$ cat config.mk
export PLATFORM = sky130hd
export DESIGN_NAME = flash_cmd_engine
export DESIGN_NICKNAME = d
export VERILOG_FILES = /design/src/rtl/flash_cmd_pkg.sv /design/src/rtl/fcmd_fsm.sv /design/src/rtl/fcmd_erase_seq.sv /design/src/rtl/fcmd_store.sv /design/src/rtl/flash_cmd_engine.sv
export SDC_FILE = /design/constraint.sdc
export NUM_CORES = 2
export LEC_CHECK = 0
export CAP_MARGIN = 0
export CORE_UTILIZATION = 50
export CTS_BUF_LIST = sky130_fd_sc_hd__clkbuf_4 sky130_fd_sc_hd__clkbuf_8
export CTS_CLUSTER_SIZE = 24
export DETAILED_ROUTE_END_ITERATION = 16
export PLACE_DENSITY = 0.64
export REMOVE_ABC_BUFFERS = 1
export SYNTH_ARGS = -nofsm -noshare
export SYNTH_HDL_FRONTEND = slang
export SYNTH_SLANG_ARGS = --single-unit
$ cat constraint.sdc
create_clock -name clk -period 3.9 [get_ports clk]
set_clock_uncertainty 0.15 [all_clocks]
set_input_delay 0.78 -clock clk [delete_from_list [all_inputs] [get_ports clk]]
set_output_delay 0.78 -clock clk [all_outputs]
set_load 0.01 [all_outputs]
$ cat src/rtl/flash_cmd_pkg.sv
package flash_cmd_pkg;

    localparam logic [7:0] OP_NULL       = 8'h00;
    localparam logic [7:0] OP_PROG_A     = 8'h10;
    localparam logic [7:0] OP_ERASE      = 8'h20;
    localparam logic [7:0] OP_PROG_B     = 8'h40;
    localparam logic [7:0] OP_CLR_STAT   = 8'h50;
    localparam logic [7:0] OP_LOCK       = 8'h60;
    localparam logic [7:0] OP_RD_STAT    = 8'h70;
    localparam logic [7:0] OP_RD_ID      = 8'h90;
    localparam logic [7:0] OP_QUERY      = 8'h98;
    localparam logic [7:0] OP_CONFIRM    = 8'hD0;
    localparam logic [7:0] OP_BUF_WR     = 8'hE8;
    localparam logic [7:0] OP_ARRAY      = 8'hFF;
    localparam logic [7:0] OP_LOCK_ALT   = 8'h01;
    localparam int unsigned QUERY_LEN    = 8'h52;
    localparam logic [7:0] READY_BIT     = 8'h80;

    typedef enum logic [3:0] {
        FS_ARRAY, FS_STATUS, FS_IDENT, FS_QUERY, FS_PROG,
        FS_ERASE_CFM, FS_ERASING, FS_LOCK,
        FS_BUF_COUNT, FS_BUF_DATA, FS_BUF_CFM
    } fsm_state_e;

    typedef enum logic [1:0] {
        RS_ARRAY, RS_STATUS, RS_IDENT, RS_QUERY
    } rd_src_e;

    typedef struct packed {
        logic store_we;
        logic erase_go;
        logic status_set;
        logic status_clr;
    } cmd_ctl_t;

    function automatic rd_src_e rd_source(input fsm_state_e s);
        case (s)
            FS_ARRAY: return RS_ARRAY;
            FS_IDENT: return RS_IDENT;
            FS_QUERY: return RS_QUERY;
            default:  return RS_STATUS;
        endcase
    endfunction

    function automatic logic accepts_cmd(input fsm_state_e s);
        return (s == FS_ARRAY) || (s == FS_STATUS) || (s == FS_IDENT);
    endfunction

    function automatic logic [7:0] query_byte(
        input logic [7:0] idx,
        input int unsigned total_log2,
        input int unsigned buf_log2,
        input int unsigned sectors,
        input int unsigned sector_bytes
    );
        logic [7:0] v;
        if (32'(idx) >= QUERY_LEN) return 8'h00;
        case (idx)
            8'h10: v = 8'h51;
            8'h11: v = 8'h52;
            8'h12: v = 8'h59;
            8'h13: v = 8'h01;
            8'h15: v = 8'h31;
            8'h1B: v = 8'h45;
            8'h1C: v = 8'h55;
            8'h1F: v = 8'h07;
            8'h20: v = 8'h07;
            8'h21: v = 8'h0A;
            8'h23: v = 8'h04;
            8'h24: v = 8'h04;
            8'h25: v = 8'h04;
            8'h27: v = 8'(total_log2);
            8'h28: v = 8'h02;
            8'h2A: v = 8'(buf_log2);
            8'h2C: v = 8'h01;
            8'h2D: v = 8'(sectors - 1);
            8'h2E: v = 8'((sectors - 1) >> 8);
            8'h2F: v = 8'(sector_bytes >> 8);
            8'h30: v = 8'(sector_bytes >> 16);
            8'h31: v = 8'h50;
            8'h32: v = 8'h52;
            8'h33: v = 8'h49;
            8'h34: v = 8'h31;
            8'h35: v = 8'h31;
            default: v = 8'h00;
        endcase
        return v;
    endfunction

endpackage

$ cat src/rtl/fcmd_fsm.sv
module fcmd_fsm
    import flash_cmd_pkg::*;
#(
    parameter int CNT_W = 8
) (
    input  logic             clk,
    input  logic             rst,
    input  logic             we,
    input  logic [7:0]       cmd,
    input  logic [CNT_W-1:0] cnt_in,
    input  logic             erase_done,
    output fsm_state_e       state,
    output cmd_ctl_t         ctl,
    output logic [7:0]       status
);

    fsm_state_e       nxt;
    logic [CNT_W-1:0] cnt_q, cnt_nxt;

    always_comb begin
        nxt     = state;
        ctl     = '0;
        cnt_nxt = cnt_q;
        if (state == FS_ERASING) begin
            if (erase_done) begin
                nxt            = FS_STATUS;
                ctl.status_set = 1'b1;
            end
        end else if (we) begin
            case (state)
                FS_ARRAY, FS_STATUS, FS_IDENT: begin
                    case (cmd)
                        OP_PROG_A, OP_PROG_B: nxt = FS_PROG;
                        OP_ERASE:    nxt = FS_ERASE_CFM;
                        OP_CLR_STAT: begin
                            ctl.status_clr = 1'b1;
                            nxt            = FS_ARRAY;
                        end
                        OP_LOCK:     nxt = FS_LOCK;
                        OP_RD_STAT:  nxt = FS_STATUS;
                        OP_RD_ID:    nxt = FS_IDENT;
                        OP_QUERY:    nxt = FS_QUERY;
                        OP_BUF_WR: begin
                            ctl.status_set = 1'b1;
                            nxt            = FS_BUF_COUNT;
                        end
                        default:     nxt = FS_ARRAY;
                    endcase
                end
                FS_QUERY: begin
                    if (cmd == OP_ARRAY) nxt = FS_ARRAY;
                end
                FS_PROG: begin
                    ctl.store_we   = 1'b1;
                    ctl.status_set = 1'b1;
                    nxt            = FS_ARRAY;
                end
                FS_ERASE_CFM: begin
                    if (cmd == OP_CONFIRM) begin
                        ctl.erase_go = 1'b1;
                        nxt          = FS_ERASING;
                    end else begin
                        nxt = FS_ARRAY;
                    end
                end
                FS_LOCK: begin
                    if (cmd == OP_CONFIRM || cmd == OP_LOCK_ALT) begin
                        ctl.status_set = 1'b1;
                        nxt            = FS_STATUS;
                    end else begin
                        nxt = FS_ARRAY;
                    end
                end
                FS_BUF_COUNT: begin
                    cnt_nxt = cnt_in;
                    nxt     = FS_BUF_DATA;
                end
                FS_BUF_DATA: begin
                    ctl.store_we   = 1'b1;
                    ctl.status_set = 1'b1;
                    if (cnt_q == '0) nxt = FS_BUF_CFM;
                    else             cnt_nxt = cnt_q - 1'b1;
                end
                FS_BUF_CFM: begin
                    if (cmd == OP_CONFIRM) ctl.status_set = 1'b1;
                    nxt = FS_ARRAY;
                end
                default: nxt = FS_ARRAY;
            endcase
        end
    end

    always_ff @(posedge clk) begin
        if (rst) begin
            state  <= FS_ARRAY;
            status <= 8'h00;
            cnt_q  <= '0;
        end else begin
            state <= nxt;
            cnt_q <= cnt_nxt;
            if (ctl.status_clr)      status <= 8'h00;
            else if (ctl.erase_go)   status <= status & ~READY_BIT;
            else if (ctl.status_set) status <= status | READY_BIT;
        end
    end

endmodule

$ cat src/rtl/fcmd_erase_seq.sv
module fcmd_erase_seq #(
    parameter int WORD_AW    = 7,
    parameter int SECT_WORDS = 32,
    localparam int PTR_W     = $clog2(SECT_WORDS),
    localparam int SECT_W    = WORD_AW - PTR_W
) (
    input  logic               clk,
    input  logic               rst,
    input  logic               go,
    input  logic [SECT_W-1:0]  sector,
    output logic               busy,
    output logic               done,
    output logic               we,
    output logic [WORD_AW-1:0] waddr
);

    localparam logic [PTR_W-1:0] LAST = PTR_W'(SECT_WORDS - 1);

    logic [PTR_W-1:0]  ptr;
    logic [SECT_W-1:0] sect_q;

    always_ff @(posedge clk) begin
        if (rst) begin
            busy   <= 1'b0;
            ptr    <= '0;
            sect_q <= '0;
        end else if (go) begin
            busy   <= 1'b1;
            ptr    <= '0;
            sect_q <= sector;
        end else if (busy) begin
            if (ptr == LAST) busy <= 1'b0;
            ptr <= ptr + 1'b1;
        end
    end

    assign done  = busy && (ptr == LAST);
    assign we    = busy;
    assign waddr = {sect_q, ptr};

endmodule

$ cat src/rtl/fcmd_store.sv
module fcmd_store #(
    parameter int DW      = 16,
    parameter int WORD_AW = 7,
    localparam int WORDS  = 1 << WORD_AW
) (
    input  logic               clk,
    input  logic               we,
    input  logic [WORD_AW-1:0] waddr,
    input  logic [DW-1:0]      wdata,
    input  logic [WORD_AW-1:0] raddr,
    output logic [DW-1:0]      rdata
);

    logic [DW-1:0] mem [WORDS];

    always_ff @(posedge clk) begin
        if (we) mem[waddr] <= wdata;
    end

    assign rdata = mem[raddr];

endmodule

$ cat src/rtl/flash_cmd_engine.sv
module flash_cmd_engine
    import flash_cmd_pkg::*;
#(
    parameter int         PORT_BYTES   = 2,
    parameter int         SECTOR_BYTES = 64,
    parameter int         NUM_SECTORS  = 4,
    parameter int         CNT_W        = 8,
    parameter logic [7:0] ID_B0        = 8'h00,
    parameter logic [7:0] ID_B1        = 8'h89,
    parameter logic [7:0] ID_B2        = 8'h00,
    parameter logic [7:0] ID_B3        = 8'h18,
    localparam int DW          = 8 * PORT_BYTES,
    localparam int TOTAL_BYTES = SECTOR_BYTES * NUM_SECTORS,
    localparam int ADDR_W      = $clog2(TOTAL_BYTES),
    localparam int BYTE_SH     = $clog2(PORT_BYTES),
    localparam int WORD_AW     = ADDR_W - BYTE_SH,
    localparam int SECT_WORDS  = SECTOR_BYTES / PORT_BYTES,
    localparam int PTR_W       = $clog2(SECT_WORDS)
) (
    input  logic              clk,
    input  logic              rst,
    input  logic [ADDR_W-1:0] bus_addr,
    input  logic [DW-1:0]     bus_wdata,
    input  logic              bus_we,
    input  logic              bus_re,
    output logic [DW-1:0]     bus_rdata
);

    localparam int unsigned BUF_LOG2 = BYTE_SH + CNT_W;

    fsm_state_e         state;
    cmd_ctl_t           ctl;
    logic [7:0]         status;
    logic               erase_busy, erase_done, erase_we;
    logic [WORD_AW-1:0] erase_waddr;
    logic [WORD_AW-1:0] word_idx;
    logic [WORD_AW-1:0] st_waddr;
    logic [DW-1:0]      st_wdata, array_word;
    logic               st_we;
    logic [ADDR_W+7:0]  addr_ext;
    logic [7:0]         widx;
    logic [DW-1:0]      rd_mux;

    assign word_idx = bus_addr[ADDR_W-1:BYTE_SH];
    assign addr_ext = {8'h00, bus_addr};
    assign widx     = addr_ext[7:0] >> BYTE_SH;

    fcmd_fsm #(.CNT_W(CNT_W)) u_fsm (
        .clk        (clk),
        .rst        (rst),
        .we         (bus_we),
        .cmd        (bus_wdata[7:0]),
        .cnt_in     (bus_wdata[CNT_W-1:0]),
        .erase_done (erase_done),
        .state      (state),
        .ctl        (ctl),
        .status     (status)
    );

    fcmd_erase_seq #(.WORD_AW(WORD_AW), .SECT_WORDS(SECT_WORDS)) u_erase (
        .clk    (clk),
        .rst    (rst),
        .go     (ctl.erase_go),
        .sector (word_idx[WORD_AW-1:PTR_W]),
        .busy   (erase_busy),
        .done   (erase_done),
        .we     (erase_we),
        .waddr  (erase_waddr)
    );

    assign st_we    = erase_we | ctl.store_we;
    assign st_waddr = erase_we ? erase_waddr : word_idx;
    assign st_wdata = erase_we ? {DW{1'b1}} : bus_wdata;

    fcmd_store #(.DW(DW), .WORD_AW(WORD_AW)) u_store (
        .clk   (clk),
        .we    (st_we),
        .waddr (st_waddr),
        .wdata (st_wdata),
        .raddr (word_idx),
        .rdata (array_word)
    );

    always_comb begin
        case (rd_source(state))
            RS_ARRAY:  rd_mux = array_word;
            RS_IDENT: begin
                if (widx == 8'd0)      rd_mux = DW'({ID_B0, ID_B1});
                else if (widx == 8'd1) rd_mux = DW'({ID_B2, ID_B3});
                else                   rd_mux = '0;
            end
            RS_QUERY:  rd_mux = DW'(query_byte(widx, ADDR_W, BUF_LOG2,
                                               NUM_SECTORS, SECTOR_BYTES));
            default:   rd_mux = DW'(status);
        endcase
    end

    always_ff @(posedge clk) begin
        if (rst)         bus_rdata <= '0;
        else if (bus_re) bus_rdata <= rd_mux;
    end

endmodule

Word-level counts from Yosys, hierarchy flattened
Memories as Yosys holds them, arrays and structs flattened.
Index checks and enable logic that the tools add are counted.
{ "totals": {"out_inout_bits": 16, "register_bits": 37, "mem_bits_ro": 448, "mem_count": 2, "mem_bits_rw": 2048} }
{ "classes": {"n_reduce_logical": 16, "n_mux": 40, "n_lt_le_gt_ge": 1, "eq_ne": 30, "n_addsub": 2, "bitwise": 2} }
{ "memory_table": {"columns": ["name", "words", "width", "read_ports", "rd_ports_with_merged_regs", "wr", "line_no", "rtl"], "rows": [
  ["u_store.mem", 128, 16, 1, 0, 1, "fcmd_store.sv:14", "logic [DW-1:0] mem [WORDS];"],
  ["(no name shown)", 64, 7, 1, 0, 0, "flash_cmd_pkg.sv:58", "case (idx)"]
]} }
{ "ops": {"columns": ["cell", "count"], "rows": [
  ["$pmux W16 S3", 1],
  ["$eq A8 B8 Y1 const B", 5],
  ["$mux W8", 5],
  ["$eq A8 B7 Y1 const B", 4],
  ["$pmux W4 S7", 1],
  ["$mux W4", 6],
  ["$pmux W4 S6", 1],
  ["$mux W1", 18],
  ["$eq A4 B3 Y1 const B", 4],
  ["$logic_not A8 Y1", 2],
  ["$mux W16", 1],
  ["$pmux W8 S2", 1],
  ["$eq A4 B4 Y1 const B", 3],
  ["$eq A4 B2 Y1 const B", 2],
  ["$eq A8 B1 Y1 const B", 1],
  ["$eq A8 B5 Y1 const B", 1],
  ["$eq A8 B6 Y1 const B", 1],
  ["$reduce_and A4 Y1", 2],
  ["$sub A8 B1 Y8 const B", 1],
  ["$eq A7 B1 Y1 const B", 1],
  ["$ge A7 B7 Y1 const B", 1],
  ["$mux W7", 1],
  ["$ne A3 B1 Y1 const B", 2],
  ["$pmux W2 S3", 1],
  ["18 further kinds", 25]
]} }

Depth between registers and ports, before layout
{ "depth": {"word_depth": 9, "depth_mapped": 14, "mapped_depth_nobuf": 9} }

Modules after synthesis
From an unflattened synthesis, not the netlist that was laid out.
{ "unflattened": {"hier_cells": 3462, "hier_area_um2": 81256.7} }
{ "modules_own_cells": {"columns": ["module", "cells_each", "n_inst", "seq_area_each_um2", "area_per_inst_um2"], "rows": [
  ["fcmd_store", 3070, 1, 61499.0, 78202.5],
  ["flash_cmd_engine", 204, 1, 320.3, 1480.2],
  ["fcmd_fsm", 152, 1, 260.2, 1204.9],
  ["fcmd_erase_seq", 36, 1, 160.2, 369.1]
]} }

Least setup slack after synthesis
No wires, ideal clock.
{ "synth_path": {"path_type": "input -> register", "start": "input bus_addr[2]", "end": "memory u_store.mem[42][0] (enable)", "cell_stages": 9, "slack_ps": 262, "n_path_buf": 5, "arrival_time_ps": 3100, "required_time_ps": 3362, "cell_sequence": "buf_2 -> buf_6 -> buf_2 -> buf_4 -> inv_1 -> o32ai_1 -> nand3_1 -> buf_2 -> nor2_1"} }
{ "synth_between": {"elab_chain_cells": 1} }
{ "synth_rtl": {"columns": ["item", "line_no", "rtl"], "rows": [
  ["start: declaration", "flash_cmd_engine.sv:22", "input logic [ADDR_W-1:0] bus_addr,"],
  ["$mux W7", "flash_cmd_engine.sv:72", "assign st_waddr = erase_we ? erase_waddr : word_idx;"],
  ["end: declaration", "fcmd_store.sv:14", null]
]} }
Every way passes these cells.

Worst setup path after layout
{ "layout_path": {"start": "register u_erase.busy", "end": "memory u_store.mem[112][7] (enable)"} }
{ "layout_between": {"elab_chain_cells": 3, "elab_cells_between_ends": 4} }
{ "layout_rtl": {"columns": ["item", "line_no", "rtl"], "rows": [
  ["start: declaration", "fcmd_erase_seq.sv:11", "output logic busy,"],
  ["start signal: assignment", "fcmd_erase_seq.sv:24", "busy <= 1'b0;"],
  ["start signal: assignment", "fcmd_erase_seq.sv:28", "busy <= 1'b1;"],
  ["start signal: assignment", "fcmd_erase_seq.sv:32", "if (ptr == LAST) busy <= 1'b0;"],
  ["$or A1 B1 Y1", "flash_cmd_engine.sv:71", "assign st_we = erase_we | ctl.store_we;"],
  ["$mux W1", "fcmd_store.sv:17", "if (we) mem[waddr] <= wdata;"],
  ["$mux W1 (not written as such)", "fcmd_store.sv:17", null]
]} }
Parallel ways exist; a longest one is shown, timed or not.

==> flow_metrics.tcl <==
set metrics [dict create \
    status "finished, final reports clean" \
    ys_top_cells_by_count "2,048 x edfxtp_1, 439 x mux4_2, 227 x mux2i_1" \
    crit_chain "buf_4, nand2_1, o22ai_1, nand2_1, nor2_1, buf_4" \
    clkPwrFrac_pct 39.8 \
    initial_core_util_pct 50.6 \
    wl_per_cell_um 32.1 \
    dr.pass1.iters 6 \
    crit_fanout 26 \
    antenna_found_initial 11 \
    ys_types 66 \
    synth_compound_area_share_pct 3.66 \
    pwr-share-seq_pct 54.4 \
    drt-initial-drc-count 5362 \
    slew-limit-headroom_pct 29.8 \
    post-route-min-period_ps 3540 \
    postRouteAntennaNets 0 \
    pwr_density_cell_nw_per_um2 481 \
    path_buf_inv 2 \
    vias 43331 \
    ys_ff_latch 2085 \
    finalHoldViolations 0 \
    drc 0 \
    nNetsFinal 4657 \
    cpLargestDelayFamily "simple AND/OR/NAND/NOR gates" \
    synthAdderAreaFrac_pct 0.169 \
    syn_area_um2 81500 \
    dp_slack_ps -102 \
    areaGrowthSynthToFinish_pct 15.9 \
    yosysMostFrequentCell "edfxtp_1" \
    post-dp-hpwl_um 141000 \
    synth_mux_area_share_pct 15.0 \
    synth_flop_cell "edfxtp_1" \
    syn_avg_cell_area_um2 20.2 \
    portBuffers 42 \
    fp.dieH_um 406 \
    yosysTopAreaCell "edfxtp_1" \
    wirelength_um 225000 \
    worstMarginPinSlew_ps 1050 \
    synthCells 4024 \
    cts-resized-gates 0 \
    critPathLaunchType "flip-flop" \
    synth-simple-area-share_pct 3.11 \
    synth_top_family_by_area "multiplexers" \
    core_area_um2 161000 \
    p_comb_share_pct 5.8 \
    synth_area_leaders "edfxtp_1 75%, mux4_2 12%, mux2i_1 2.8%, a22oi_1 1.1%, nor2_1 1.0%" \
    grt_usage_pct 27.6 \
    p_leak_nw 30.7 \
    cts_max_level 5 \
    power.internal_mw 35.3 \
    yosysTopAreaCellShare_pct 75.5 \
    grt_start_max_net_pins 129 \
    final_max_slew_viol_count 0 \
    synth_xor_area_share_pct 0.0430 \
    post-route-period-util_pct 90.8 \
    synth-edff-count 2048 \
    yosysSeqAreaShare_pct 76.4 \
    drive_gt1_share_pct 29.5 \
    yosys_warnings 0 \
    postCtsSetupBuffers 0 \
    cts_hold_buffers 0 \
    worstPathRequired_ps 4450 \
    cts_tree "yes" \
    ir_drop_mv 0.364 \
    cts.sinks 2085 \
    clk_pin_slew_ps 60 \
    rows 147 \
    worstPathArrival_ps 4090 \
    ctsLongestPathBuffers 4 \
    cts_root_buf "clkbuf_8" \
    slowest_stage "o22ai_1" \
    layout_setup_ws_ps 358 \
    switching_share_pct 22.2 \
    clock.fmax_mhz 282 \
    clk-insertion-delay-late_ps 1060 \
    gp_congestion 0.946 \
    die_w_um 406 \
    switching_power_mw 10.1 \
    slowest_delay_ps 810 \
    pin_count 44 \
    ys_async_sr_fraction_pct 0 \
    grt_pass1_vias 43228 \
    setup_tns_ps 0 \
    grt_pass1_wl_um 316000 \
    fp.dieArea_um2 165000 \
    end_kind "flip-flop" \
    max_cap_violations 0 \
    path_class "flip-flop to flip-flop" \
    cts_buffers 350 \
    fin_hold_ws_ps 380 \
    grt_overflow 0 \
    setup_violations 0 \
    rsz0062_at_grt "no" \
    holdCritPathClass "flip-flop to flip-flop" \
    viasPerCell 6.18 \
]
[logic make-up after synthesis]
family,after synthesis
xor+xnor,4
flops,2085
buf+inv,247
mux,673
compound gates,424
fa+ha+maj,11
simple gates,580
[state kept, by name, indices dropped and copies added, names as in the netlist]
signal,flops
u_store.mem,2048
bus_rdata,16
u_fsm.cnt_q,8
u_erase.ptr,5
u_fsm.state,4
u_erase.sect_q,2
u_erase.busy,1
u_fsm.status,1
[metrics by stage]
| stage | util (%) | std cells | power, mW | instance area [µm²] |
|---|---|---|---|---|
| 2_1_floorplan | - | 3793 | 26.2 | 80200 |
| 3_3_place_gp | 54.6 | 6426 | 27.7 | 88000 |
| 3_5_place_dp | 54.6 | 6426 | 27.7 | 88000 |
| 4_1_cts | 58.6 | 7007 | 45.6 | 94400 |
| 5_1_grt | 58.6 | 7009 | 46.7 | 94400 |
| 6_report | 58.6 | 7012 | 45.4 | 94400 |
[worst register-to-register path: cells and delay by family (launching register included)]
kind	cells	cell delay, ps
and+or+nand+nor	3	1000
AOI/OAI and AO/OA	1	810
buffers and inverters	2	680
DFF	1	590
[placed cells by master, fill, tap and decap left out, types with 61 or more instances in the layout]
master / Yosys / layout
clkinv_1: 1 / 78
o21ai_0: 73 / 73
clkbuf_8: 0 / 357
mux4_2: 439 / 439
buf_4: 35 / 326
mux2i_1: 227 / 227
buf_12: 0 / 108
nand2_1: 189 / 188
nand3_1: 61 / 61
edfxtp_1: 2048 / 2048
clkbuf_4: 0 / 118
a22oi_1: 121 / 121
nor2_1: 220 / 210
[area by class of cell]
| class | count | area [µm²] |
|---|---|---|
| clock inverter | 106 | 528 |
| sequential | 2085 | 62200 |
| clock buffer | 475 | 5800 |
| inverter | 16 | 62.6 |
| multi-input combinational | 1692 | 18000 |
| antenna | 5 | 12.5 |
| timing repair buffer | 473 | 5010 |
| fill | 11841 | 66700 |
| tap | 2160 | 2700 |
[worst paths after layout]
check                  from                  end  slack [ps]  cells past startpoint
max reg2reg    u_erase.busy  u_store.mem[112][7]         360                      6
min reg2reg  u_fsm.cnt_q[1]       u_fsm.cnt_q[1]         380                      2
min          u_fsm.cnt_q[1]       u_fsm.cnt_q[1]         380                      2
max            u_erase.busy  u_store.mem[112][7]         360                      6
[power by group through the flow]
| stage | clock network (mW) | logic, mW | registers (mW) |
|---|---|---|---|
| finish | 18.1 | 2.63 | 24.7 |
| global route | 19.3 | 2.73 | 24.7 |
| CTS | 18.4 | 2.61 | 24.7 |
| detailed placement | 0 | 2.61 | 25.1 |
| global placement | 0 | 2.58 | 25.1 |
| floorplan | 0 | 1.06 | 25.1 |
[per-layer routing]
metal | up-vias | part of all wire (%) | global-route usage [%]
met5 | - | 0.015 | 0
met2 | 2173 | 47 | 42.2
met3 | 358 | 10 | 7.94
met4 | 6 | 3.2 | 9.92
li1 | 17902 | - | -
met1 | 22892 | 40 | 38.0
Power figures use the tool's default switching activity.
